### src/rtl/sleep_wdt_pkg.sv
package sleep_wdt_pkg;
  typedef enum logic [1:0] {
    PH_Q1 = 2'd0,
    PH_Q2 = 2'd1,
    PH_Q3 = 2'd2,
    PH_Q4 = 2'd3
  } qphase_e;
endpackage

### src/rtl/sleep_decode.sv
module sleep_decode
  import sleep_wdt_pkg::*;
#(
  parameter int unsigned      INSTR_W  = 16,
  parameter logic [INSTR_W-1:0] SLEEP_OP = 16'h0003
) (
  input  logic               clk_i,
  input  logic               rst_ni,
  input  logic               run_i,
  input  logic [INSTR_W-1:0] instr_i,
  input  logic [1:0]         phase_i,
  output logic               enter_o
);
  qphase_e ph;
  logic    pending_q;

  assign ph = qphase_e'(phase_i);

  // opcode captured in Q1, acted on in Q4
  always_ff @(posedge clk_i or negedge rst_ni) begin
    if (!rst_ni) begin
      pending_q <= 1'b0;
    end else if (run_i) begin
      case (ph)
        PH_Q1:   pending_q <= (instr_i == SLEEP_OP);
        PH_Q4:   pending_q <= 1'b0;
        default: pending_q <= pending_q;
      endcase
    end
  end

  assign enter_o = run_i && pending_q && (ph == PH_Q4);
endmodule

### src/rtl/wdt_core.sv
module wdt_core #(
  parameter int unsigned CNT_W     = 8,
  parameter int unsigned PS_STAGES = 7,
  parameter int unsigned SEL_W     = 3
) (
  input  logic             clk_i,
  input  logic             rst_ni,
  input  logic             clear_i,
  input  logic             tick_i,
  input  logic [SEL_W-1:0] sel_i,
  output logic [CNT_W-1:0] cnt_o,
  output logic             ovf_o
);
  logic [PS_STAGES-1:0] ps_q;
  logic [PS_STAGES-1:0] ps_mask;
  logic [CNT_W-1:0]     cnt_q;
  logic                 ps_done;
  logic                 step;

  // bits of the postscaler that take part at this select value
  for (genvar gi = 0; gi < PS_STAGES; gi++) begin : g_mask
    assign ps_mask[gi] = (sel_i > SEL_W'(gi));
  end

  assign ps_done = &(ps_q | ~ps_mask);
  assign step    = tick_i && ps_done;
  assign ovf_o   = step && (&cnt_q);

  always_ff @(posedge clk_i or negedge rst_ni) begin
    if (!rst_ni) begin
      ps_q  <= '0;
      cnt_q <= '0;
    end else if (clear_i) begin
      ps_q  <= '0;
      cnt_q <= '0;
    end else if (tick_i) begin
      ps_q <= ps_done ? '0 : ps_q + PS_STAGES'(1);
      if (step) cnt_q <= cnt_q + CNT_W'(1);
    end
  end

  assign cnt_o = cnt_q;
endmodule

### src/rtl/power_state.sv
module power_state (
  input  logic clk_i,
  input  logic rst_ni,
  input  logic enter_i,
  input  logic ovf_i,
  input  logic ext_wake_i,
  output logic asleep_o,
  output logic to_o,
  output logic pd_o,
  output logic wdt_wake_o
);
  logic asleep_q, to_q, pd_q, wake_q;

  always_ff @(posedge clk_i or negedge rst_ni) begin
    if (!rst_ni) begin
      asleep_q <= 1'b0;
      to_q     <= 1'b1;
      pd_q     <= 1'b1;
      wake_q   <= 1'b0;
    end else begin
      wake_q <= 1'b0;
      if (enter_i) begin
        asleep_q <= 1'b1;
        to_q     <= 1'b1;
        pd_q     <= 1'b0;
      end else if (asleep_q && ovf_i) begin
        // watchdog wake wins over a coincident external request
        asleep_q <= 1'b0;
        to_q     <= 1'b0;
        wake_q   <= 1'b1;
      end else if (asleep_q && ext_wake_i) begin
        asleep_q <= 1'b0;
      end
    end
  end

  assign asleep_o   = asleep_q;
  assign to_o       = to_q;
  assign pd_o       = pd_q;
  assign wdt_wake_o = wake_q;
endmodule

### src/rtl/sleep_wdt_ctrl.sv
module sleep_wdt_ctrl #(
  parameter int unsigned INSTR_W   = 16,
  parameter int unsigned CNT_W     = 8,
  parameter int unsigned PS_STAGES = 7,
  parameter int unsigned PS_SEL_W  = $clog2(PS_STAGES + 1)
) (
  input  logic                clk_i,
  input  logic                rst_ni,
  input  logic [INSTR_W-1:0]  instr_i,
  input  logic [1:0]          q_phase_i,
  input  logic                wdt_tick_i,
  input  logic [PS_SEL_W-1:0] wdt_ps_sel_i,
  input  logic                wake_i,
  output logic                core_clk_en_o,
  output logic                to_o,
  output logic                pd_o,
  output logic                wdt_wake_o,
  output logic [CNT_W-1:0]    wdt_count_o
);
  localparam logic [INSTR_W-1:0] SLEEP_OP = INSTR_W'(3);

  logic asleep;
  logic sleep_enter;
  logic wdt_ovf;

  sleep_decode #(
    .INSTR_W (INSTR_W),
    .SLEEP_OP(SLEEP_OP)
  ) u_dec (
    .clk_i  (clk_i),
    .rst_ni (rst_ni),
    .run_i  (!asleep),
    .instr_i(instr_i),
    .phase_i(q_phase_i),
    .enter_o(sleep_enter)
  );

  wdt_core #(
    .CNT_W    (CNT_W),
    .PS_STAGES(PS_STAGES),
    .SEL_W    (PS_SEL_W)
  ) u_wdt (
    .clk_i  (clk_i),
    .rst_ni (rst_ni),
    .clear_i(sleep_enter),
    .tick_i (wdt_tick_i),
    .sel_i  (wdt_ps_sel_i),
    .cnt_o  (wdt_count_o),
    .ovf_o  (wdt_ovf)
  );

  power_state u_pwr (
    .clk_i     (clk_i),
    .rst_ni    (rst_ni),
    .enter_i   (sleep_enter),
    .ovf_i     (wdt_ovf),
    .ext_wake_i(wake_i),
    .asleep_o  (asleep),
    .to_o      (to_o),
    .pd_o      (pd_o),
    .wdt_wake_o(wdt_wake_o)
  );

  assign core_clk_en_o = !asleep;
endmodule

### config.mk
export PLATFORM = sky130hd
export DESIGN_NAME = sleep_wdt_ctrl
export DESIGN_NICKNAME = d
export VERILOG_FILES = /design/src/rtl/sleep_wdt_pkg.sv /design/src/rtl/sleep_decode.sv /design/src/rtl/wdt_core.sv /design/src/rtl/power_state.sv /design/src/rtl/sleep_wdt_ctrl.sv
export SDC_FILE = /design/constraint.sdc
export NUM_CORES = 1
export LEC_CHECK = 0
export BUFFER_PORTS_ARGS = -buffer_cell sky130_fd_sc_hd__buf_2
export CAP_MARGIN = 40
export CORE_AREA = 2 2 47 57
export CTS_CLUSTER_SIZE = 40
export DETAILED_ROUTE_END_ITERATION = 10
export DIE_AREA = 0 0 49 59
export PLACE_DENSITY = 0.74
export REMOVE_ABC_BUFFERS = 1
export SETUP_SLACK_MARGIN = 0.1
export SYNTH_ARGS = -nofsm -noshare
export SYNTH_HDL_FRONTEND = slang
export SYNTH_SLANG_ARGS = --single-unit
### constraint.sdc
create_clock -name clk_i -period 2.21 [get_ports clk_i]
set_input_delay 0.3315 -clock clk_i [delete_from_list [all_inputs] [get_ports clk_i]]
set_output_delay 0.3315 -clock clk_i [all_outputs]
set_load 0.05 [all_outputs]
# == Yosys cells after proc, flatten, opt, wreduce, memory -nomap -nowiden ==
# Cells that the tools add are included.
# op_classes
n_addsub,2
bitwise_logic,3
n_mul,0
shift,0
div_mod_pow,0
eq_ne,2
mux,14
n_lt_le_gt_ge,7
n_reduce_logical,17
# ops
op,count
$mux 8,3
$mux 7,3
$eq 16x2->1 const B,1
$gt 3x3->1 const B,3
$add 8x1->8 const B,1
$reduce_and 8->1,1
$reduce_bool 2->1,4
$add 7x1->7 const B,1
$mux 1,7
$not 7->7,1
$or 7x7->7,1
$reduce_and 7->1,1
$gt 3x1->1 const B,2
$gt 3x2->1 const B,2
$logic_and 1x1->1,6
$reduce_and 2->1,2
$reduce_bool 3->1,1
$eq 2x2->1 const B,1
$logic_not 2->1,1
$pmux 1 s2,1
$logic_not 1->1,1
$not 1->1,1
# totals
regBits,20
elab_cells,52
mem_bits_rw,0
latchBits,0
output_inout_bits,12
memories,0
mem_bits_ro,0

# == Depth between registers and ports, before layout ==
# Gate-level depths: netlist of run 1.
# depth
word_depth,9
ltp_mapped,7
depth_no_buf,7

# == Hierarchy ==
# From an unflattened synthesis of run 1, not the netlist that was laid out.
# unflattened
hier_cells,127
area_unflattened_um2,1263.7
# modules_own_cells
module,cells_each,seq_area_each_um2,area_each_um2,instances
wdt_core,105,375.4,994.7,1
power_state,10,102.6,137.6,1
sleep_decode,11,25.0,127.6,1
sleep_wdt_ctrl,1,0.0,3.8,1

# == Worst setup path before layout of run 1 ==
# Ideal clock, no wire load.
# synth_path
path_kind,register to register
startpoint,reg u_wdt.cnt_q[2] (netlist: u_wdt.cnt_o[2])
endpoint,reg u_wdt.cnt_q[7] (netlist: u_wdt.cnt_o[7])
period_less_slack_ns,1.805
setup_slack_ns,0.405
stages_incl_launch_ff,6
t_arrival_ns,1.726
t_required_ns,2.132
cell_sequence,dfrtp_1 > and3_1 > and3_1 > inv_1 > or4_1 > a21oi_1
# synth_between
elab_chain_cells,4
# synth_rtl
item,line_no,text
start: declaration,wdt_core.sv:16,logic [CNT_W-1:0] cnt_q;
start signal: assignment,wdt_core.sv:38,if (step) cnt_q <= cnt_q + CNT_W'(1);
$add 8x1->8,wdt_core.sv:38,
$mux 8,wdt_core.sv:38,
$mux 8,wdt_core.sv:36,end else if (tick_i) begin
$mux 8,wdt_core.sv:33,end else if (clear_i) begin
# No other way between the ends. The select of a mux whose other input is x is not followed.
# A chain may end at the register's enable or synchronous reset.

# == Worst setup path in the final report of run 1 ==
# layout_path
startpoint,reg u_wdt.ps_q[1]
endpoint,reg u_wdt.cnt_q[7] (netlist: u_wdt.cnt_o[7])
# layout_between
elab_chain_cells,5
# layout_rtl
item,line_no,text
start: declaration,wdt_core.sv:14,logic [PS_STAGES-1:0] ps_q;
start signal: assignment,wdt_core.sv:37,ps_q <= ps_done ? '0 : ps_q + PS_STAGES'(1);
$or 7x7->7,wdt_core.sv:25,assign ps_done = &(ps_q | ~ps_mask);
$reduce_and 7->1,wdt_core.sv:25,
$logic_and 1x1->1,wdt_core.sv:26,assign step = tick_i && ps_done;
$reduce_bool 2->1 (no line),-,
$reduce_and 2->1 (no line),-,
# No other way between the ends.

==> out/metrics.csv, run 1 <==
metric,value,unit
clock_sink_count,20,
path_delay_family,simple AND/OR/NAND/NOR gates,
fp.dieH,59,um
antenna_cells,0,
core_area,2306,sq um
dieArea,2891,sq um
cp_common_cell,a21oi_1,
fillers,210,
worst_ep_required_time,2.44,ns
status,completed,
swShare,0.4225,
yosysSeqAreaShare,0.4691,
fin_worst_skew,0.003342,ns
register_area,503.0,sq um
powerDensity,906.5,nW/um^2
finish.utilization,0.5762,
gp_congestion,0.7658,
gr-total-overflow,0,
clock_latency,0.30,ns
slowest_stage,or4_1,
synth.area.mux_share,0.009335,
ys_warn_count,0,
r2r-end,u_wdt.cnt_o[7],
slew_viol_final,0,
crit_chain,nand2b_1 -> a21oi_1 -> o21ai_1 -> nand3_4 -> or4_1 -> a21oi_1,
setup_tns,0,ns
die_width,49,um
synth_compound_area_frac,0.1459,
drt-wirelength-per-cell,12.85,um
ys_ff_latch,20,
synth_top_family_by_area,simple AND/OR/NAND/NOR gates,
relSlewSlack,0.7000,
avgSynthCellArea,9.489,sq um
synthToLayoutAreaGrowth,23.92,%
min_period,1.931,ns
clk_pin_slew,0.11,ns
hp-start,wake_i,
ys_types,34,
first_iter_violations,15,
seqPwrFrac,0.461,
nNetsFinal,180,
port_buffers,36,
finalHoldViolCount,0,
path_max_fanout,13,
drc_errors,0,
ant_nets,0,
p_int,695.6,uW
syn_area,1072,sq um
drt_pre_antenna_iters,4,
whs_endpoint,u_pwr.asleep_o,
leakage,0.6450,nW
max_freq,517.9,MHz
clkPwrFrac,0.177,
rows,19,
grt_pass1_vias,940,
power,1.205,mW
ys.flop_type,dfrtp_1,
setup_viol,0,
drv_cap,0,
drive_gt1_frac,0.2980,
critPathLaunchType,flop,
max-vdd-ir-drop,0.0006348,V
rsz0062_at_grt,false,
r2r_cells,6,
r2r-start,u_wdt.ps_q[1],
whs_path_depth,2,
max_stage_delay,0.54,ns
cp_num_buf_inv,0,
multi_input_area,545.5,sq um
synth_fa_ha_area_frac,0.03501,
via_per_inst,5.341,
r2r_slack,0.28,ns
cts_buffers,3,
power.switching,509.0,uW
routed_wl,2.339,mm
cts_tree,done,
finalCritPeriodShare,0.8737,
grt_usage,0.1798,
critPathArrivalTime,2.16,ns
ios,37,
critical_path_class,reg2reg,
synth_edf_count,0,
combPwrFrac,0.362,
worst_pin_slew,0.4500,ns
end_kind,flop,
antenna_found_initial,0,
vias,972,
syn_inst,113,
hold_path_class,in2reg,
synth_xor_xnor_area_share,0.05718,
synthSimpleGateAreaFrac,0.2544,
grt_max_degree,21,
clk_path_buf_depth,2,
grt_pass1_wl,4.002,mm
initial_core_util,0.4650,
cts_max_level,1,
async_flop_share,1.000,
dp_hpwl,1.775,mm
root_buffer,clkbuf_4,
## registers in the layout (all words and copies together) (netlist names)
name	flops
u_dec.pending_q	1
u_pwr.asleep_o	1
u_pwr.pd_o	1
u_pwr.to_o	1
u_pwr.wdt_wake_o	1
u_wdt.cnt_o	8
u_wdt.ps_q	7
## area by class of cell
type / instances / share of cell area
Sequential cell: 20 / 0.3785
Timing Repair Buffer: 37 / 0.1431
Inverter: 4 / 0.01130
Tap cell: 31 / 0.02919
Clock buffer: 4 / 0.02731
Multi-Input combinational cell: 86 / 0.4105
## synth_stat cells, types with 2 or more instances
| master | count | area, sq um |
|---|---|---|
| or3_1 | 3 | 18.77 |
| and3_1 | 4 | 25.02 |
| o31ai_1 | 3 | 22.52 |
| a21oi_1 | 9 | 45.04 |
| ha_1 | 3 | 37.54 |
| inv_1 | 4 | 15.01 |
| nand3_1 | 7 | 35.03 |
| dfstp_2 | 2 | 52.55 |
| xnor2_1 | 2 | 17.52 |
| or4_1 | 2 | 15.01 |
| o21ai_1 | 6 | 30.03 |
| dfrtp_1 | 18 | 450.4 |
| o21ai_0 | 2 | 10.01 |
| nor4_1 | 2 | 12.51 |
| nand4_1 | 3 | 18.77 |
| and4_1 | 2 | 17.52 |
| nor2_1 | 13 | 48.80 |
| xor2_1 | 5 | 43.79 |
| nand2b_1 | 2 | 12.51 |
| nand2_1 | 7 | 26.28 |
## power by group through the flow
| stage | Sequential [mW] | Clock, mW | Combinational [mW] |
|---|---|---|---|
| after floorplan | 0.659 | 0 | 0.197 |
| after global placement | 0.555 | 0 | 0.415 |
| final | 0.555 | 0.213 | 0.436 |
| after detailed placement | 0.562 | 0 | 0.430 |
| after CTS | 0.554 | 0.218 | 0.434 |
| after global routing | 0.571 | 0.229 | 0.482 |
## layer usage
layer / global-route usage / wire (um) / share of wire
met1: 0.2175 / 1049 / 0.45
met3: 0.03535 / 73 / 0.031
met2: 0.3131 / 1191 / 0.51
met4: 0.08163 / 25 / 0.011
met5: 0 / 0 / 0
## worst max-delay path by stage
stage / startpoint / end / slack (ns) / cells after the start
floorplan: u_wdt.cnt_o[2] / u_wdt.cnt_o[7] / 0.41 / 5
global placement: wdt_ps_sel_i[1] / u_wdt.cnt_o[5] / 0.32 / 6
detailed placement: wdt_ps_sel_i[1] / u_wdt.cnt_o[5] / 0.26 / 6
CTS: u_wdt.ps_q[1] / u_wdt.cnt_o[5] / 0.28 / 6
global route: u_wdt.ps_q[1] / u_wdt.cnt_o[5] / 0.11 / 6
finish: u_wdt.ps_q[1] / u_wdt.cnt_o[7] / 0.28 / 6
## cells by family after synthesis
kind of cell	after synthesis
adders and majority gates	3
muxes	1
AOI/OAI and AO/OA	24
and+or+nand+nor	51
buffers and inverters	7
xor gates and xnor gates	7
DFF	20
## what timing repair did
item / in CTS / in global routing
setup buffers: 0 / 0
endpoints found under the setup margin: 0 / 1
hold buffers: 1 / 0
hold endpoints to repair: 18 / 0
resized for setup: 0 / 1
## metrics by stage
| step | hold WS, ns | instance area, sq um | worst slack, ns | instances |
|---|---|---|---|---|
| floorplan | 0.03591 | 1056 | 0.4058 | 110 |
| global placement | 0.3055 | 1275 | 0.3224 | 177 |
| detailed placement | 0.3035 | 1275 | 0.2620 | 177 |
| CTS | 0.1902 | 1321 | 0.2811 | 182 |
| global route | 0.1805 | 1329 | 0.1091 | 182 |
| finish | 0.1918 | 1329 | 0.2791 | 182 |
## cell usage in the layout (no fill, tap or decap), drive strengths merged, types with 3 or more instances in the layout
cell type and n:
ha 3, inv 4, o21ai 8, clkbuf 4, nand4 3, and3 4, dfrtp 18, xor2 5
a21oi 9, nand3 8, nand2 7, or3 3, o31ai 4, buf 36, nor2 13
Power figures use the tool's default switching activity.
==> run 2: changes to the inputs <==
--- a/config.mk
+++ b/config.mk
@@ -7,13 +7,14 @@
 export LEC_CHECK = 0
 export BUFFER_PORTS_ARGS = -buffer_cell sky130_fd_sc_hd__buf_2
 export CAP_MARGIN = 40
-export CORE_AREA = 2 2 47 57
+export CORE_AREA = 3 3 50 61
 export CTS_CLUSTER_SIZE = 40
 export DETAILED_ROUTE_END_ITERATION = 10
-export DIE_AREA = 0 0 49 59
-export PLACE_DENSITY = 0.74
+export DIE_AREA = 0 0 53 64
+export PLACE_DENSITY = 0.76
 export REMOVE_ABC_BUFFERS = 1
 export SETUP_SLACK_MARGIN = 0.1
 export SYNTH_ARGS = -nofsm -noshare
 export SYNTH_HDL_FRONTEND = slang
+export SYNTH_HIERARCHICAL = 1
 export SYNTH_SLANG_ARGS = --single-unit
==> out/metrics.csv, run 2 <==
metric,value,unit
min_period,1.905,ns
fillers,243,
leakage,0.7015,nW
fin_worst_skew,0.005512,ns
drt-wirelength-per-cell,14.31,um
yosysTopAreaCellShare,0.3564,
ys_warn_count,6,
end_kind,flop,
dp_hpwl,2.193,mm
postCtsSetupBuffers,0,
drive_gt1_frac,0.3558,
gr-max-usage-layer,met2,
fp.dieH,64,um
gr-total-overflow,0,
powerDensity,944.5,nW/um^2
critPathArrivalTime,2.15,ns
clk_pin_slew,0.11,ns
clk_path_buf_depth,2,
finalHoldViolCount,0,
critical_path_class,reg2reg,
drc_errors,0,
hold_path_class,in2reg,
synth_edf_count,0,
first_iter_violations,15,
async_flop_share,1.000,
max_freq,524.9,MHz
yosysMostFrequentCell,dfrtp_1,
largest_reg_flops,8,
relSlewSlack,0.4978,
ys.flop_type,dfrtp_1,
antenna_cells,0,
ios,37,
drt_pre_antenna_iters,4,
ys_types,40,
clock_latency,0.30,ns
vias,1112,
grtUsageMet3,0.02331,
cts_buffers,3,
critPathLaunchType,flop,
syn_inst,127,
synthToLayoutAreaGrowth,20.00,%
use_met2,0.3230,
worst_ep_required_time,2.46,ns
initial_core_util,0.5000,
synth_common_cells,"dfrtp_1, nor2b_1, nor2_1",
grt_pass1_wl,4.754,mm
yosysSeqAreaShare,0.3980,
ant_nets,0,
status,completed,
grt_pass1_vias,1106,
rsz0062_at_grt,false,
clock_sink_count,20,
drv_cap,0,
core_area,2527,sq um
layout_commonest_cell,buf_2,
fin_ws,0.3050,ns
cts_tree,done,
syn_area,1264,sq um
antenna_found_initial,0,
path_max_fanout,14,
use_met1,0.2222,
root_buffer,clkbuf_4,
layout_common_cells,"buf_2, dfrtp_1, nor2b_1",
via_per_inst,5.673,
max-vdd-ir-drop,0.0006767,V
register_area,503.0,sq um
netlist_top_cells_area,"dfrtp_1, nor4_2, nor2b_1",
pre_cts_ws,0.2210,ns
gp_congestion,0.7888,
nNetsFinal,192,
avgSynthCellArea,9.950,sq um
setup_tns,0,ns
routed_wl,2.804,mm
setup_viol,0,
worst_pin_slew,0.7489,ns
die_width,53,um
finalCritPeriodShare,0.8620,
slew_viol_final,0,
ys_ff_latch,20,
dieArea,3392,sq um
rows,20,
multi_input_area,695.7,sq um
synth_top_cell_by_area,dfrtp_1,
grt_usage,0.1842,
port_buffers,36,
grt_max_degree,21,
cts_max_level,1,
-- run 2: cell types whose count changed after synthesis, moves of 3 or more --
cell	before	now
nor2b_1	1	11
nor4_2	0	6
a21oi_1	9	4
o21ai_1	6	1
mux2_1	0	4
xor2_1	5	1
inv_1	4	7
nor2_1	13	10
nor3_1	1	4
or3_1	3	0
-- run 2: final cells by class --
cell class / instances / share of cell area
Timing Repair Buffer: 38 / 0.1304
Inverter: 7 / 0.01733
Multi-Input combinational cell: 94 / 0.4587
Sequential cell: 20 / 0.3317
Clock buffer: 3 / 0.01485
Tap cell: 33 / 0.02723
Clock inverter: 1 / 0.01980
-- run 2: metrics by stage --
step	cells	hold slack, ns	power (mW)	cell area, sq um	util
after floorplan	121	0.03591	0.9795	1224	-
after global placement	191	0.3011	1.113	1453	0.5748
after detailed placement	191	0.3035	1.143	1453	0.5748
after CTS	196	0.2093	1.442	1515	0.5995
after global routing	196	0.1839	1.535	1516	0.6000
final	196	0.2140	1.432	1516	0.6000
-- run 2: where the power goes --
part	internal (mW)	total, mW	switching [mW]
clock	0.183	0.293	0.110
sequential	0.452	0.577	0.125
combinational	0.203	0.562	0.358
-- run 2: path summary, 6_finish.rpt --
path / startpoint / to / slack, ns / cells past startpoint
min in group asynchronous: rst_ni / u_wdt/ps_q[3] / 0.50 / 2
max: u_wdt/ps_q[2] / u_pwr/asleep_o / 0.30 / 7
max reg2reg: u_wdt/ps_q[2] / u_pwr/asleep_o / 0.30 / 7
min reg2reg: u_pwr/pd_o / u_pwr/pd_o / 0.49 / 1
min: instr_i[15] / u_dec/pending_q / 0.21 / 2
max in group asynchronous: rst_ni / u_pwr/to_o / 1.38 / 2
-- run 2: critical path, stage by stage, from the launching register on --
cell and delay, ns:
dfrtp_1 0.47, nand2_1 0.11, a21oi_1 0.05, a21boi_2 0.61
nor4_2 0.13, and3_1 0.22, nor3b_1 0.16, or2_1 0.11
-- run 2: logic make-up (layout without fill, tap and decap cells) --
| kind of cell | Yosys count | after routing | synth area share |
|---|---|---|---|
| DFF | 20 | 20 | 0.3980 |
| AOI/OAI and AO/OA | 19 | 19 | 0.1119 |
| muxes | 6 | 6 | 0.05346 |
| xor gates and xnor gates | 4 | 4 | 0.02773 |
| buffers and inverters | 13 | 49 | 0.05248 |
| adders and majority gates | 3 | 3 | 0.02971 |
| and+or+nand+nor | 62 | 62 | 0.3267 |
-- run 2: metal layers --
layer,up-vias,part of all wire
li1,536,-
met1,539,0.43
met2,35,0.50
met3,2,0.058
met4,0,0.0057
met5,-,0
-- run 2: what timing repair did --
action / 4_1_cts / 5_1_grt
setup endpoints to repair: 0 / 1
resized for setup: 0 / 1
endpoints found under the hold margin: 18 / 0
hold buffers: 1 / 0
==> run 3: changes to the inputs <==
--- a/config.mk
+++ b/config.mk
@@ -11,7 +11,7 @@
 export CTS_CLUSTER_SIZE = 40
 export DETAILED_ROUTE_END_ITERATION = 10
 export DIE_AREA = 0 0 53 64
-export PLACE_DENSITY = 0.76
+export PLACE_DENSITY = 0.83
 export REMOVE_ABC_BUFFERS = 1
 export SETUP_SLACK_MARGIN = 0.1
 export SYNTH_ARGS = -nofsm -noshare
==> constraint.sdc (replaced) <==
create_clock -name clk_i -period 2.3 [get_ports clk_i]
set_input_delay 0.345 -clock clk_i [delete_from_list [all_inputs] [get_ports clk_i]]
set_output_delay 0.345 -clock clk_i [all_outputs]
set_load 0.05 [all_outputs]
==> out/metrics.csv, run 3 (same netlist as run 2, synthesis figures left out) <==
metric,value,unit
leakage,0.6946,nW
max-vdd-ir-drop,0.0005045,V
clock_sink_count,20,
relSlewSlack,0.4936,
clk_path_buf_depth,2,
max_freq,515.6,MHz
drc_errors,0,
postCtsSetupBuffers,0,
routed_wl,2.704,mm
r2r_slack,0.36,ns
powerDensity,856.6,nW/um^2
fp.dieH,64,um
port_buffers,36,
largest_reg_flops,8,
slew_viol_final,0,
worst_pin_slew,0.7553,ns
root_buffer,clkbuf_4,
worst_ep_required_time,2.54,ns
synthToLayoutAreaGrowth,18.61,%
drt_pre_antenna_iters,4,
antenna_found_initial,0,
max_stage_delay,0.55,ns
cts_tree,done,
drt-wirelength-per-cell,13.80,um
dp_hpwl,2.100,mm
hold_path_class,in2reg,
drive_gt1_frac,0.3497,
grt_pass1_wl,4.512,mm
layout_common_cells,"buf_2, dfrtp_1, nor2b_1",
cts_resized,0,
fin_worst_skew,0.002003,ns
grt_usage,0.1767,
hold_buffers,1,
path_max_fanout,14,
clock_latency,0.30,ns
crit_chain,nand2b_1 -> a21oi_1 -> o22a_1 -> nor4_2 -> and3_1 -> nor3b_1 -> or2_1,
critPathLaunchType,flop,
grt_max_degree,21,
end_kind,flop,
fin_ws,0.3604,ns
min_period,1.940,ns
grt_pass1_vias,1074,
vias,1102,
instances_no_fill,196,
nNetsFinal,192,
gp_congestion,0.8018,
clk_pin_slew,0.11,ns
critPathArrivalTime,2.18,ns
rows,20,
ios,37,
setup_viol,0,
finalHoldViolCount,0,
drv_cap,0,
antenna_cells,0,
finish.utilization,0.5931,
cts_max_level,1,
finalCritPeriodShare,0.8433,
hold_slack,0.2281,ns
initial_core_util,0.5000,
status,completed,
rsz0062_at_grt,false,
pre_cts_ws,0.3589,ns
critical_path_class,reg2reg,
via_per_inst,5.622,
gr-total-overflow,0,
place_inst,191,
layout_commonest_cell,buf_2,
slowest_stage,o22a_1,
core_area,2527,sq um
die_width,53,um
setup_tns,0,ns
cts_buffers,3,
ant_nets,0,
dieArea,3392,sq um
first_iter_violations,15,
-- run 3: cell count changes in the layout (fill, tap and decap cells not counted), sizes merged --
cell,delta
clkbuf,+1
bufinv,-1
-- run 3: metrics by stage --
step / total power [mW] / cell area, sq um
floorplan: 0.9412 / 1224
detailed placement: 1.091 / 1453
global placement: 1.068 / 1453
global route: 1.378 / 1499
CTS: 1.295 / 1499
finish: 1.284 / 1499
-- run 3: per-layer routing --
layer,share of wire,global-route usage,vias up
met5,0,0,-
met4,0.021,0.06709,0
met3,0.063,0.03497,8
li1,-,-,535
met2,0.52,0.3199,35
met1,0.39,0.1955,524
-- run 3: final cells by class --
class / count / area [sq um]
well taps: 33 / 41.29
fillers: 236 / 1028
repair buffers: 38 / 197.7
flip-flops and latches: 20 / 503.0
clock buffers: 4 / 36.28
inverters: 7 / 26.28
multi-input cells: 94 / 694.4
-- run 3: critical path: cells and delay by family (launching register included) --
family	cells	cell delay [ns]
simple gates	5	0.74
flops	1	0.45
compound gates	2	0.69
-- run 3: path summary, 6_finish.rpt --
| path | from | endpoint | cells past startpoint |
|---|---|---|---|
| max | u_wdt/ps_q[1] | u_pwr/asleep_o | 7 |
| min | instr_i[14] | u_dec/pending_q | 2 |
| max reg2reg | u_wdt/ps_q[1] | u_pwr/asleep_o | 7 |
| min reg2reg | u_pwr/pd_o | u_pwr/pd_o | 1 |
| max in group asynchronous | rst_ni | u_pwr/to_o | 2 |
| min in group asynchronous | rst_ni | u_wdt/ps_q[6] | 2 |
-- run 3: report_power, final --
part           switching [mW]  internal (mW)  leakage, nW
sequential              0.119          0.435        0.249
combinational           0.339          0.193        0.424
clock                   0.102         0.0965       0.0210
total                   0.560          0.724        0.695
